File: config.mk
export PLATFORM = sky130hd
export DESIGN_NAME = mtimer_unit
export DESIGN_NICKNAME = d
export VERILOG_FILES = /design/src/rtl/mtimer_pkg.sv /design/src/rtl/mtimer_prescaler.sv /design/src/rtl/mtimer_channel.sv /design/src/rtl/mtimer_unit.sv
export SDC_FILE = /design/constraint.sdc
export NUM_CORES = 1
export LEC_CHECK = 0
export CAP_MARGIN = 20
export CORE_UTILIZATION = 35
export DETAILED_ROUTE_END_ITERATION = 10
export DONT_BUFFER_PORTS = 1
export SYNTH_ARGS = -nofsm -noshare
export SYNTH_HDL_FRONTEND = slang
export SYNTH_SLANG_ARGS = --single-unit
export TNS_END_PERCENT = 1
File: constraint.sdc
create_clock -name clk -period 4.7 [get_ports clk]
set_input_delay 0 -clock clk [delete_from_list [all_inputs] [get_ports clk]]
set_output_delay 0 -clock clk [all_outputs]
set_load 0.01 [all_outputs]
File: src/rtl/mtimer_pkg.sv
package mtimer_pkg;

    // control word bit positions (software-visible)
    localparam int unsigned CTL_EN = 0;
    localparam int unsigned CTL_RS = 1;
    localparam int unsigned CTL_LD = 2;
    localparam int unsigned CTL_IE = 3;
    localparam int unsigned CTL_PD = 4;

    typedef enum logic [1:0] {
        SLOT_CNT  = 2'd0,
        SLOT_RLD  = 2'd1,
        SLOT_CTL  = 2'd2,
        SLOT_NONE = 2'd3
    } slot_e;

    typedef struct packed {
        logic en;
        logic rs;
        logic ie;
        logic pd;
    } ctl_t;

    typedef struct packed {
        logic       hit_unit;
        logic       hit_chan;
        logic [3:0] chan;
        slot_e      slot;
    } dec_t;

    function automatic dec_t decode(input logic [7:0] a, input int unsigned nch);
        dec_t d;
        d.slot     = slot_e'(a[3:2]);
        d.hit_unit = (a[7:4] == 4'd0);
        d.chan     = a[7:4] - 4'd1;
        d.hit_chan = (a[7:4] != 4'd0) && ({1'b0, a[7:4]} <= 5'(nch));
        return d;
    endfunction

    function automatic logic [31:0] ctl_word(input ctl_t c);
        return {27'd0, c.pd, c.ie, 1'b0, c.rs, c.en};
    endfunction

endpackage

File: src/rtl/mtimer_prescaler.sv
module mtimer_prescaler #(
    parameter int unsigned SCL_W = 16
) (
    input  logic             clk,
    input  logic             rst,
    input  logic             wr_val,
    input  logic             wr_rld,
    input  logic [31:0]      wdata,
    output logic [SCL_W-1:0] val_o,
    output logic [SCL_W-1:0] rld_o,
    output logic             tick_o
);
    logic [SCL_W-1:0] val_q, rld_q;
    logic             unused_hi;

    assign unused_hi = ^wdata;
    assign tick_o    = (val_q == '0);
    assign val_o     = val_q;
    assign rld_o     = rld_q;

    always_ff @(posedge clk) begin
        if (rst) begin
            val_q <= '0;
            rld_q <= '0;
        end else if (wr_rld) begin
            rld_q <= wdata[SCL_W-1:0];
            val_q <= wdata[SCL_W-1:0];
        end else if (wr_val) begin
            val_q <= wdata[SCL_W-1:0];
        end else if (tick_o) begin
            val_q <= rld_q;
        end else begin
            val_q <= val_q - 1'b1;
        end
    end
endmodule

File: src/rtl/mtimer_channel.sv
module mtimer_channel
    import mtimer_pkg::*;
#(
    parameter int unsigned CNT_W = 32
) (
    input  logic             clk,
    input  logic             rst,
    input  logic             tick,
    input  logic             wr_cnt,
    input  logic             wr_rld,
    input  logic             wr_ctl,
    input  logic [31:0]      wdata,
    output logic [CNT_W-1:0] cnt_o,
    output logic [CNT_W-1:0] rld_o,
    output ctl_t             ctl_o,
    output logic             irq_o
);
    logic [CNT_W-1:0] cnt_q, rld_q;
    ctl_t             ctl_q;
    logic             irq_q;
    logic             unused_hi;

    assign unused_hi = ^wdata;
    assign cnt_o     = cnt_q;
    assign rld_o     = rld_q;
    assign ctl_o     = ctl_q;
    assign irq_o     = irq_q;

    always_ff @(posedge clk) begin
        if (rst) begin
            cnt_q <= '0;
            rld_q <= '0;
            ctl_q <= '0;
            irq_q <= 1'b0;
        end else begin
            irq_q <= 1'b0;
            if (wr_rld) begin
                rld_q <= wdata[CNT_W-1:0];
            end
            if (wr_ctl) begin
                ctl_q.en <= wdata[CTL_EN];
                ctl_q.rs <= wdata[CTL_RS];
                ctl_q.ie <= wdata[CTL_IE];
                ctl_q.pd <= wdata[CTL_PD] ? 1'b0 : ctl_q.pd;
                if (wdata[CTL_LD]) begin
                    cnt_q <= rld_q;
                end
            end else if (wr_cnt) begin
                cnt_q <= wdata[CNT_W-1:0];
            end else if (tick && ctl_q.en) begin
                if (cnt_q == '0) begin
                    irq_q <= ctl_q.ie;
                    if (ctl_q.ie) begin
                        ctl_q.pd <= 1'b1;
                    end
                    if (ctl_q.rs) begin
                        cnt_q <= rld_q;
                    end else begin
                        ctl_q.en <= 1'b0;
                    end
                end else begin
                    cnt_q <= cnt_q - 1'b1;
                end
            end
        end
    end
endmodule

File: src/rtl/mtimer_unit.sv
module mtimer_unit
    import mtimer_pkg::*;
#(
    parameter int unsigned NUM_CH   = 2,
    parameter int unsigned BASE_IRQ = 8,
    parameter int unsigned CNT_W    = 32,
    parameter int unsigned SCL_W    = 16
) (
    input  logic              clk,
    input  logic              rst,
    input  logic              req_valid,
    input  logic              req_write,
    input  logic [31:0]       req_addr,
    input  logic [31:0]       req_wdata,
    output logic [31:0]       rsp_rdata,
    output logic [NUM_CH-1:0] irq
);
    localparam logic [31:0] CAP_WORD = {22'd0, 1'b1, 1'b1, 5'(BASE_IRQ), 3'(NUM_CH)};

    dec_t             dec;
    logic             wr;
    logic             tick;
    logic [SCL_W-1:0] sc_val, sc_rld;
    logic [CNT_W-1:0] cnt_a [NUM_CH];
    logic [CNT_W-1:0] rld_a [NUM_CH];
    ctl_t             ctl_a [NUM_CH];
    logic [NUM_CH-1:0] pend_vec;
    logic             unused_addr;

    assign unused_addr = ^{req_addr[31:8], req_addr[1:0]};
    assign dec = decode(req_addr[7:0], NUM_CH);
    assign wr  = req_valid && req_write;

    mtimer_prescaler #(.SCL_W(SCL_W)) u_scl (
        .clk    (clk),
        .rst    (rst),
        .wr_val (wr && dec.hit_unit && dec.slot == SLOT_CNT),
        .wr_rld (wr && dec.hit_unit && dec.slot == SLOT_RLD),
        .wdata  (req_wdata),
        .val_o  (sc_val),
        .rld_o  (sc_rld),
        .tick_o (tick)
    );

    for (genvar g = 0; g < NUM_CH; g++) begin : g_ch
        logic sel;
        assign sel = wr && dec.hit_chan && (dec.chan == 4'(g));

        mtimer_channel #(.CNT_W(CNT_W)) u_ch (
            .clk    (clk),
            .rst    (rst),
            .tick   (tick),
            .wr_cnt (sel && dec.slot == SLOT_CNT),
            .wr_rld (sel && dec.slot == SLOT_RLD),
            .wr_ctl (sel && dec.slot == SLOT_CTL),
            .wdata  (req_wdata),
            .cnt_o  (cnt_a[g]),
            .rld_o  (rld_a[g]),
            .ctl_o  (ctl_a[g]),
            .irq_o  (irq[g])
        );
        assign pend_vec[g] = ctl_a[g].pd;
    end

    always_comb begin
        rsp_rdata = '0;
        if (dec.hit_unit) begin
            unique case (dec.slot)
                SLOT_CNT: rsp_rdata = 32'(sc_val);
                SLOT_RLD: rsp_rdata = 32'(sc_rld);
                SLOT_CTL: rsp_rdata = CAP_WORD;
                default:  rsp_rdata = '0;
            endcase
        end else if (dec.hit_chan) begin
            for (int i = 0; i < NUM_CH; i++) begin
                if (dec.chan == 4'(i)) begin
                    unique case (dec.slot)
                        SLOT_CNT: rsp_rdata = 32'(cnt_a[i]);
                        SLOT_RLD: rsp_rdata = 32'(rld_a[i]);
                        SLOT_CTL: rsp_rdata = ctl_word(ctl_a[i]);
                        default:  rsp_rdata = '0;
                    endcase
                end
            end
        end
    end
endmodule

### Word-level counts from Yosys, hierarchy flattened

Index checks and enable logic that the tools add are counted.

* bits in registers: 170
* bits of input ports: 68
* output and inout bits: 34
* logic and storage cells: 120

* add/subtract/negate cells: 4
* $lt $le $gt $ge: 1
* eq/ne operators: 13
* mux-type cells: 43
* bitwise logic cells: 4
* reduce and logical (&&, ||, !) cells: 39

Operator list (number)
* 32-bit 2-to-1 mux: 16
* 32-bit case mux with 3 select lines: 2
* 32-bit logical NOT: 2
* 32-bit by 1-bit subtractor with 32-bit output, second input constant: 2
* 16-bit 2-to-1 mux: 3
* 16-bit case mux with 3 select lines: 1
* 1-bit 2-to-1 mux: 21
* 1-bit logical AND: 16
* 16-bit logical NOT: 1
* 16-bit by 1-bit subtractor with 16-bit output, second input constant: 1
* 2-bit inequality test, second input constant: 6
* 2-bit nonzero test: 6
* 5-bit AND reduction: 2
* 5-bit OR reduction: 2
* 4-bit logical NOT: 2
* 4-bit by 1-bit inequality test with 1-bit output, second input constant: 2
* 4-bit AND reduction: 2
* 3-bit AND reduction: 2
* 3-bit nonzero test: 2
* 4-bit by 1-bit equality test with 1-bit output, second input constant: 1
* 4-bit by 2-bit <= comparator with 1-bit output, second input constant: 1
* 2-bit by 1-bit inequality test with 1-bit output, second input constant: 2
* 1-bit NOT: 4
* 4-bit nonzero test: 1
* 4 further kinds: 4

### Depth between registers and ports, before layout

Gate-level depths: netlist of run 1.

* depth after elaboration: 7
* mapped depth: 10
* gate-level depth less buffers: 8

### By module

Synthesis of run 1 repeated with hierarchy kept, for this count alone.

* cells, all modules: 1345
* area total of the unflattened synthesis: 10909.2 um2

Modules (own cells, without submodules)
* mtimer_channel: times used 2, cells an instance 468, area each 3828.7 um2, sequential area each 1381.3 um2
* mtimer_prescaler: times used 1, cells an instance 182, area each 1627.8 um2, sequential area each 640.6 um2
* mtimer_unit: times used 1, cells an instance 227, area each 1624.1 um2, sequential area each 0.0 um2

### Least setup slack after synthesis of run 1

OpenSTA, ideal clock, no wires.

* path kind: register to register
* start: register g_ch[0].u_ch.cnt_q[21]
* end: register g_ch[0].u_ch.cnt_q[13]
* setup time: 0.117 ns
* arrival time: 2.764 ns
* data required time: 4.583 ns
* path slack: 1.820 ns
* stages on the path, launching flop included: 9
* path buffers: 2
* period minus slack after synthesis: 2.880 ns
* path through: dfxtp_1 -> or4_4 -> or4_4 -> buf_6 -> or4_4 -> buf_6 -> o311a_1 -> a21o_1 -> a22o_1

* word-level cells in the longest chain between the ends: 5
* elaborated cells on any way between the ends: 7
* those cells by class: eq/ne (1); mux (4); reduce/logical (2)

RTL lines
* from (decl): RTL line mtimer_channel.sv:18 `logic [CNT_W-1:0] cnt_q, rld_q;`
* from (signal assigned): RTL line mtimer_channel.sv:46 `cnt_q <= rld_q;`
* from (signal assigned): RTL line mtimer_channel.sv:49 `cnt_q <= wdata[CNT_W-1:0];`
* from (signal assigned): RTL line mtimer_channel.sv:57 `cnt_q <= rld_q;`
* 32-bit logical NOT (*): RTL line mtimer_channel.sv:51 `if (cnt_q == '0) begin`
* 32-bit 2-to-1 mux: RTL line mtimer_channel.sv:51
* 32-bit 2-to-1 mux: RTL line mtimer_channel.sv:50 `end else if (tick && ctl_q.en) begin`
* 32-bit 2-to-1 mux: RTL line mtimer_channel.sv:48 `end else if (wr_cnt) begin`
* 32-bit 2-to-1 mux: RTL line mtimer_channel.sv:40 `if (wr_ctl) begin`

Mark *: on every way between the ends. The rest lies on a longest branch, timed or not. The select of a mux whose other input is x is not followed.
A chain may end at the register's enable or synchronous reset.

### Final worst setup path of run 1

* start: register g_ch[0].u_ch.cnt_q[8]
* end: register g_ch[0].u_ch.cnt_q[3]

Same word-level chain as after synthesis.

==> results of run 1 <==
metal layers:
layer | routed length, um | global-route usage | share of wire | up-vias
li1 | - | - | - | 5148
met1 | 18300 | 0.392 | 0.42 | 5507
met2 | 18100 | 0.400 | 0.42 | 671
met3 | 5290 | 0.0820 | 0.12 | 100
met4 | 1680 | 0.114 | 0.039 | 2
met5 | 13 | 0 | 0.00030 | -
cell usage in the layout, fill, tap and decap left out, types with 23 or more instances in the layout:
cell             n
a22oi_1         32
dfxtp_1        170
nor3_1          29
o21ai_0         51
o22ai_1         25
mux2i_1         68
nand4_1         23
nor2_1         118
a21oi_1        147
nand3_1         25
buf_4           29
a211oi_1        25
dlygate4sd3_1   34
nand2_1        225
nor4_1          31
what timing repair did:
action / CTS / global route
endpoints found under the hold margin: 170 / 0
buffers inserted: 0 / 0
hold buffers: 35 / 0
power by group:
group / internal [mW] / switching, mW
Clock: 0.809 / 0.674
Combinational: 0.295 / 0.424
Sequential: 1.49 / 0.0762
Total: 2.59 / 1.17
stage by stage:
stage | hold WS (ns) | cell area, um2
2_1_floorplan | 0.136 | 10500
3_3_place_gp | 0.0818 | 10800
3_5_place_dp | 0.0814 | 10800
4_1_cts | 0.000872 | 11700
5_1_grt | 0.0679 | 11700
6_report | 0.0129 | 11700
flip-flops by register name (all words and copies together), names as in the netlist:
name             flops
g_ch.u_ch.irq_o      2
u_scl.rld_o         16
g_ch.u_ch.rld_o     64
u_scl.val_o         16
g_ch.u_ch.ctl_o      8
g_ch.u_ch.cnt_o     64
final timing paths:
path	start	endpoint	slack, ns	depth (start not counted)
worst max-delay path	g_ch[0].u_ch.cnt_o[8]$_SDFFE_PP0P_	g_ch[0].u_ch.cnt_o[3]$_SDFFE_PP0P_	1.17	6
worst min-delay path	req_wdata[16]	g_ch[0].u_ch.cnt_o[16]$_SDFFE_PP0P_	0.01	4
worst max register to register	g_ch[0].u_ch.cnt_o[8]$_SDFFE_PP0P_	g_ch[0].u_ch.cnt_o[3]$_SDFFE_PP0P_	1.17	6
worst min register to register	g_ch[1].u_ch.ctl_o[0]$_SDFFE_PP0P_	g_ch[1].u_ch.ctl_o[0]$_SDFFE_PP0P_	0.46	2
final cells by class:
class                      instances  area (um2)  share of cell area
antenna                            1        2.50            0.000213
clock buffer                      18         439              0.0374
clock inverter                    14         159              0.0135
inverter                          22        82.6             0.00704
multi-input combinational       1082        6560               0.559
sequential                       170        3400               0.290
tap                              390         488              0.0416
timing repair buffer              65         597              0.0509
cells by family after synthesis:
logic type | after synthesis | synth area share
compound gates | 437 | 0.277
xor+xnor | 28 | 0.0234
fa+ha+maj | 6 | 0.00716
buf+inv | 139 | 0.0534
flops | 170 | 0.324
mux | 71 | 0.0681
simple gates | 540 | 0.246
worst max-delay path, cell delays in order, from the launching register on:
cell	delay, ns
dfxtp_1	0.38
nor4_1	0.65
nand2_1	0.42
nor3_1	0.71
a31oi_2	0.55
nand2_1	0.48
o32ai_1	0.17
==> results.json, run 1 <==
{
  "outcome": "complete, no violations",
  "io_buffers": 0,
  "firstDrtPassIters": 7,
  "synth_enable_flop_cells": 0,
  "hold_viol_final": 0,
  "die-area_um2": 30700,
  "critPathCaptureType": "register",
  "number_of_antenna_violations_at_the_first_check_in_global_routing": 1,
  "drt_iter0_markers": 1529,
  "ys_async_sr_fraction": 0,
  "critPathLaunchType": "register",
  "first_pass_grt_wire_length_mm": 65.5,
  "cts-root-to-sink-buffers": 2,
  "chipHeight_um": 175,
  "cp.arrival_ns": 3.83,
  "timing.max_slew.rel_slack": 0.286,
  "yosysUniqueCellTypes": 83,
  "grt_start_max_net_pins": 150,
  "num-nets-final": 1432,
  "synth-seq-area-share": 0.324,
  "post_synth_most_frequent_cells": "225 x nand2_1, 170 x dfxtp_1, 147 x a21oi_1",
  "synth.net_count": 1465,
  "ys_flop_type": "dfxtp_1",
  "insertion_delay_ns": 0.46,
  "postLayoutSetupSlackWorst_ns": 1.17,
  "floorplan.initialDensity": 0.355,
  "clk_sinks": 170,
  "wl_per_cell_um": 24.6,
  "cp_max_fo": 18,
  "grt_pass1_vias": 10400,
  "timing.final.crit_share": 0.751,
  "netlist_top_cells_area": "dfxtp_1 32%, nand2_1 8.1%, a21oi_1 7.0%, mux2i_1 6.5%, nor2_1 4.2%",
  "io_pins": 102,
  "report.final.slew_viol_count": 0,
  "finalWeightedCongestion": 0.971,
  "clock_tree_root_driver_cell": "clkbuf_16",
  "finalClockSkew_ns": 0.0177,
  "pre_cts_slack_ns": 1.25,
  "crit_type": "reg2reg",
  "layout-drive-gt1-share": 0.0693,
  "clkTransAtPathRegs_ns": 0.08,
  "postSynthRegisterBits": 170,
  "max_slew.worst_pin.slew_ns": 1.07,
  "number_of_h_tree_levels": 4,
  "stdcell_count": 1762,
  "setup-violations-final": 0,
  "globalRouteTotalUtil": 0.281,
  "hold_class": "in2reg",
  "fillerInstances": 3070,
  "area_growth_syn_to_layout_pct": 11.8,
  "totalPowerFinal_mw": 3.77,
  "via_count": 11400,
  "ir_drop_v": 0.000260,
  "dp_hpwl_mm": 29.0,
  "cts_repair_resize_count": 0,
  "synthesis.area_um2": 10500,
  "dp_cells": 1694,
  "fp.coreArea_um2": 29600,
  "post_synth.cell_area_avg_um2": 7.54,
  "synth_top_cell_area_share": 0.324,
  "fin_crit_ns": 3.53,
  "yosysTopAreaCell": "dfxtp_1",
  "postLayoutCoreUtil": 0.397,
  "leakagePower_nw": 3.96,
  "synthesis.instances": 1391,
  "floorplan.rows": 63,
  "remaining_routing_drc_violations": 0,
  "final.setup.tns_ns": 0,
  "ys_warn_count": 0,
  "pwr_density_cell_nw_per_um2": 321,
  "synth_most_common_cell": "nand2_1",
  "tritoncts": "done",
  "cap_violations": 0,
  "cts_buffers": 17,
  "fmaxAchievable_ghz": 0.283,
  "postRouteAntennaNets": 0,
  "dieWidth_um": 175,
  "grt_overflow": 0,
  "worst-endpoint-required_ns": 5.00,
  "detail_route.vias_per_cell": 6.49,
  "routed_wirelength_mm": 43.4,
  "rsz0062_at_grt": "false"
}
(Power assumes the default switching activity.)
==> run 2, diff against run 1 <==
==> constraint.sdc (replaced) <==
create_clock -name clk -period 3.16 [get_ports clk]
set_input_delay 0 -clock clk [delete_from_list [all_inputs] [get_ports clk]]
set_output_delay 0 -clock clk [all_outputs]
set_load 0.01 [all_outputs]
==> run 2 against run 1 <==
Effect of this change:
- the flow now finishes with violations (negative hold slack)
- die area unchanged
- via count increased by 0.34%
- utilization increased by 0.73 points
- hold slack got worse by 0.024 ns
- maximum frequency increased by 18%
- critical endpoint is now g_ch[0].u_ch.cnt_o[25]$_SDFFE_PP0P_
- largest power group unchanged
- highest routed layer unchanged
==> results.json, run 2 (same netlist as run 1, synthesis figures left out) <==
{
  "io_pins": 102,
  "critical_path.slowest_cell": "or4_4",
  "hold_ws_ns": -0.0112,
  "postLayoutCoreUtil": 0.404,
  "area_growth_syn_to_layout_pct": 13.9,
  "dp_hpwl_mm": 29.8,
  "drt_iter0_markers": 1496,
  "wl_per_cell_um": 24.4,
  "finalClockSkew_ns": 0.0138,
  "setup-violations-final": 0,
  "grt_start_max_net_pins": 151,
  "cp_max_fo": 9,
  "layout.cells.most_common_list": "225 x nand2_1, 170 x dfxtp_1, 147 x a21oi_1",
  "hold_viol_final": 3,
  "globalRouteTotalUtil": 0.283,
  "rsz0062_at_grt": "false",
  "clock_tree_root_driver_cell": "clkbuf_16",
  "cap_violations": 0,
  "fmaxAchievable_ghz": 0.333,
  "timing.final.crit_share": 0.949,
  "dieWidth_um": 175,
  "stdcell_count": 1787,
  "post-cts-setup-buffer-count": 0,
  "path_buf_inv": 0,
  "fp.coreArea_um2": 29600,
  "crit_type": "reg2reg",
  "io_buffers": 0,
  "number_of_antenna_violations_at_the_first_check_in_global_routing": 0,
  "via_count": 11500,
  "die-area_um2": 30700,
  "num-nets-final": 1457,
  "leakagePower_nw": 4.13,
  "dp_cells": 1719,
  "first_pass_grt_wire_length_mm": 65.7,
  "critPathLaunchType": "register",
  "final.setup.tns_ns": 0,
  "critPathCaptureType": "register",
  "routed_wirelength_mm": 43.6,
  "max_slew.worst_pin.slew_ns": 0.921,
  "cts-root-to-sink-buffers": 2,
  "most_common_cell_after_layout_fill_and_taps_aside": "nand2_1",
  "postRouteAntennaNets": 0,
  "violations": "negative hold slack",
  "cp.arrival_ns": 3.33,
  "path_common_cell": "or4_4",
  "worst-endpoint-required_ns": 3.49,
  "outcome": "finished, violations left",
  "crit_start": "g_ch[0].u_ch.cnt_o[22]$_SDFFE_PP0P_",
  "crit_chain": "or4_4 -> or4_4 -> or4_4 -> and2_1 -> o221a_1 -> a22o_1",
  "grt_overflow": 0,
  "timing.rr.start": "g_ch[0].u_ch.cnt_o[22]$_SDFFE_PP0P_",
  "number_of_h_tree_levels": 4,
  "clk_sinks": 170,
  "detail_route.vias_per_cell": 6.42,
  "fillerInstances": 3047,
  "chipHeight_um": 175,
  "remaining_routing_drc_violations": 0,
  "hold_class": "in2reg",
  "critical_path.top_delay_family": "simple AND/OR/NAND/NOR gates",
  "grt_pass1_vias": 10400,
  "firstDrtPassIters": 5,
  "report.final.slew_viol_count": 0,
  "pwr_density_cell_nw_per_um2": 476,
  "finalWeightedCongestion": 0.947,
  "cpPeakStageDelay_ns": 0.59,
  "floorplan.rows": 63,
  "timing.max_slew.rel_slack": 0.384,
  "ir_drop_v": 0.000417,
  "hp-start": "rst",
  "layout-drive-gt1-share": 0.0845,
  "tritoncts": "done",
  "insertion_delay_ns": 0.45,
  "floorplan.initialDensity": 0.355,
  "clkTransAtPathRegs_ns": 0.08,
  "fin_crit_ns": 3.00,
  "cts_buffers": 17
}
[run 2: changes by cell type in the layout (fill, tap and decap cells not counted)]
cell / previous run / this run
a221oi_2: 1 / 0
a221oi_4: 0 / 1
buf_4: 29 / 55
buf_6: 1 / 0
bufinv_16: 2 / 4
clkbuf_1: 0 / 2
clkinv_2: 1 / 3
clkinv_4: 3 / 0
clkinvlp_4: 2 / 5
inv_6: 6 / 0
[run 2: timing repair]
item	4_1_cts	5_1_grt
endpoints found under the hold margin	170	0
endpoints found under the setup margin	0	2
hold buffers	35	0
resized for setup	0	1
[run 2: final timing paths]
check,slack (ns),endpoint,depth (start not counted)
hold reg to reg,0.46,g_ch[0].u_ch.ctl_o[0]$_SDFFE_PP0P_,2
setup / recovery,0.16,g_ch[0].u_ch.cnt_o[25]$_SDFFE_PP0P_,6
setup reg to reg,0.16,g_ch[0].u_ch.cnt_o[25]$_SDFFE_PP0P_,6
hold / removal,-0.01,g_ch[0].u_ch.rld_o[15]$_SDFFE_PP0P_,2
[run 2: final cells by class]
cell class,instances,area (um2),share of cell area
timing repair buffer,90,781,0.0653
tap,390,488,0.0408
clock inverter,12,173,0.0145
multi-input combinational,1082,6570,0.550
sequential,170,3400,0.285
antenna,1,2.50,0.000209
clock buffer,20,447,0.0374
inverter,22,82.6,0.00691
[run 2: layer usage]
| metal | share of wire | global-route usage | routed length, um | up-vias |
|---|---|---|---|---|
| li1 | - | - | - | 5201 |
| met1 | 0.43 | 0.395 | 18700 | 5522 |
| met2 | 0.42 | 0.407 | 18300 | 653 |
| met3 | 0.12 | 0.0731 | 5090 | 89 |
| met4 | 0.034 | 0.114 | 1480 | 2 |
| met5 | 0.0016 | 0.0192 | 69 | - |
[run 2: worst register-to-register path, cell delays in order (launching register included)]
cell and delay, ns:
dfxtp_1 0.36, or4_4 0.55, or4_4 0.59, or4_4 0.58, and2_1 0.32, o221a_1 0.31
a22o_1 0.18
[run 2: metrics by stage]
| step | instance area, um2 | worst slack [ns] | power (mW) | hold WS [ns] |
|---|---|---|---|---|
| floorplan | 10500 | 0.280 | 3.10 | 0.136 |
| finish | 11900 | 0.160 | 5.69 | -0.0112 |
| global route | 11900 | 0.0700 | 5.90 | 0.0323 |
| CTS | 11900 | 0.199 | 5.68 | 0.00203 |
| detailed placement | 10900 | 0.218 | 3.31 | 0.0830 |
| global placement | 10900 | 0.254 | 3.30 | 0.0810 |
[run 2: where the power goes]
| part | switching (mW) | total [mW] | internal (mW) |
|---|---|---|---|
| combinational | 0.637 | 1.10 | 0.460 |
| clock | 0.923 | 2.26 | 1.34 |
| sequential | 0.111 | 2.33 | 2.22 |
| total | 1.67 | 5.69 | 4.02 |
==> run 3, diff against run 2 <==
--- a/config.mk
+++ b/config.mk
@@ -9,6 +9,7 @@
 export CORE_UTILIZATION = 35
 export DETAILED_ROUTE_END_ITERATION = 10
 export DONT_BUFFER_PORTS = 1
+export RECOVER_POWER = 25
 export SYNTH_ARGS = -nofsm -noshare
 export SYNTH_HDL_FRONTEND = slang
 export SYNTH_SLANG_ARGS = --single-unit
==> run 3 against run 2 <==
Effect of this change:
- the run ends with negative hold slack, max-capacitance violations, max-slew violations left
- flip-flop and latch count is the same
- maximum frequency down 0.47%
- via count decreased by 0.22%
- wire length down 0.17%
- sequential share of layout area hardly changed
- utilization down 0.059 points
- clock skew down 0.0010 ns
- clock-buffer cell count is the same
- hold slack gained 0.0086 ns
- highest routed layer unchanged
==> results.json, run 3 (same netlist as run 1, synthesis figures left out) <==
{
  "outcome": "finished, violations left",
  "violations": "negative hold slack, max-capacitance violations, max-slew violations",
  "post-cts-setup-buffer-count": 0,
  "hold_viol_final": 3,
  "finalClockSkew_ns": 0.0127,
  "first_pass_grt_wire_length_mm": 65.7,
  "report.final.slew_viol_count": 33,
  "final_design_area_no_fill_um2": 11900,
  "clkTransAtPathRegs_ns": 0.07,
  "most_common_cell_after_layout_fill_and_taps_aside": "nand2_1",
  "num-nets-final": 1457,
  "leakagePower_nw": 4.11,
  "hold_class": "in2reg",
  "layout-drive-gt1-share": 0.0817,
  "max_slew.worst_pin.slew_ns": 1.76,
  "routed_wirelength_mm": 43.5,
  "wl_per_cell_um": 24.3,
  "path_common_cell": "or4_4",
  "io_buffers": 0,
  "chipHeight_um": 175,
  "remaining_routing_drc_violations": 0,
  "postLayoutSetupSlackWorst_ns": 0.146,
  "floorplan.rows": 63,
  "timing.final.crit_share": 0.954,
  "cts_buffers": 17,
  "final.setup.tns_ns": 0,
  "crit_type": "reg2reg",
  "setup-violations-final": 0,
  "area_growth_syn_to_layout_pct": 13.7,
  "stdcell_count": 1787,
  "worst-endpoint-required_ns": 3.49,
  "insertion_delay_ns": 0.45,
  "dp_hpwl_mm": 29.8,
  "hold_ws_ns": -0.00259,
  "io_pins": 102,
  "rsz0062_at_grt": "false",
  "drt_iter0_markers": 1626,
  "die-area_um2": 30700,
  "cts-root-to-sink-buffers": 2,
  "clock_tree_root_driver_cell": "clkbuf_16",
  "finalWeightedCongestion": 0.947,
  "grt_pass1_vias": 10400,
  "critPathLaunchType": "register",
  "cp_max_fo": 9,
  "number_of_antenna_violations_at_the_first_check_in_global_routing": 0,
  "grt_overflow": 0,
  "grt_start_max_net_pins": 151,
  "fin_crit_ns": 3.01,
  "floorplan.initialDensity": 0.355,
  "cpPeakStageDelay_ns": 0.59,
  "layout.cells.most_common_list": "225 x nand2_1, 170 x dfxtp_1, 147 x a21oi_1",
  "postRouteAntennaNets": 0,
  "globalRouteTotalUtil": 0.283,
  "critPathCaptureType": "register",
  "detail_route.vias_per_cell": 6.40,
  "number_of_h_tree_levels": 4,
  "critical_path.slowest_cell": "or4_4",
  "via_count": 11400,
  "cp.arrival_ns": 3.35,
  "pwr_density_cell_nw_per_um2": 477,
  "crit_chain": "or4_4 -> or4_4 -> or4_4 -> and2_1 -> o221a_1 -> a22o_1",
  "cap_violations": 1,
  "tritoncts": "done",
  "ir_drop_v": 0.000418,
  "clk_sinks": 170,
  "dieWidth_um": 175,
  "pre_cts_slack_ns": 0.218,
  "fmaxAchievable_ghz": 0.332,
  "dpl_cell_area_um2": 10900,
  "dp_cells": 1719,
  "fp.coreArea_um2": 29600,
  "firstDrtPassIters": 5,
  "totalPowerFinal_mw": 5.69,
  "timing.max_slew.rel_slack": -0.174
}
==> run 3: cell types whose count changed in the layout (fill, tap and decap cells not counted), sizes merged <==
cell    previous run  this run
clkbuf            20        23
buf               56        53
==> run 3: path summary, 6_finish.rpt <==
kind,from,endpoint,slack [ns],cells past startpoint
max,g_ch[0].u_ch.cnt_o[22]$_SDFFE_PP0P_,g_ch[0].u_ch.cnt_o[25]$_SDFFE_PP0P_,0.15,6
min,rst,g_ch[0].u_ch.rld_o[8]$_SDFFE_PP0P_,-0.003,2
max reg2reg,g_ch[0].u_ch.cnt_o[22]$_SDFFE_PP0P_,g_ch[0].u_ch.cnt_o[25]$_SDFFE_PP0P_,0.15,6
min reg2reg,g_ch[0].u_ch.ctl_o[0]$_SDFFE_PP0P_,g_ch[0].u_ch.ctl_o[0]$_SDFFE_PP0P_,0.46,2
==> run 3: final cells by class <==
type	count	area [um2]
fillers	3055	17600
repair buffers	90	769
inverters	22	82.6
diodes	1	2.50
multi-input cells	1082	6570
clock inverters	12	173
well taps	390	488
flip-flops and latches	170	3400
clock buffers	20	447
==> run 3: power breakdown <==
part | switching, mW | internal [mW]
clock | 0.930 | 1.34
combinational | 0.637 | 0.459
sequential | 0.112 | 2.22
==> run 3: routing by layer <==
| metal | wire length [um] | GRT usage | vias up |
|---|---|---|---|
| met4 | 1600 | 0.114 | 2 |
| met5 | 69 | 0.0192 | - |
| li1 | - | - | 5201 |
| met3 | 4930 | 0.0731 | 93 |
| met2 | 18200 | 0.407 | 630 |
| met1 | 18700 | 0.395 | 5516 |
==> run 3: what timing repair did <==
item,4_1_cts,5_1_grt
hold buffers,35,0
endpoints found under the setup margin,0,2
gates resized for setup,0,1
endpoints found under the hold margin,170,0
==> run 3: critical path, delay by kind of cell (launching register included) <==
family	cells	cell delay, ns
AOI/OAI and AO/OA	2	0.49
DFF	1	0.36
and+or+nand+nor	4	2.05
==> run 3: per-stage QoR <==
| step | utilization | hold WS [ns] |
|---|---|---|
| floorplan | - | 0.136 |
| global placement | 0.370 | 0.0810 |
| detailed placement | 0.370 | 0.0830 |
| CTS | 0.404 | 0.00203 |
| global route | 0.404 | 0.0323 |
| finish | 0.404 | -0.00259 |
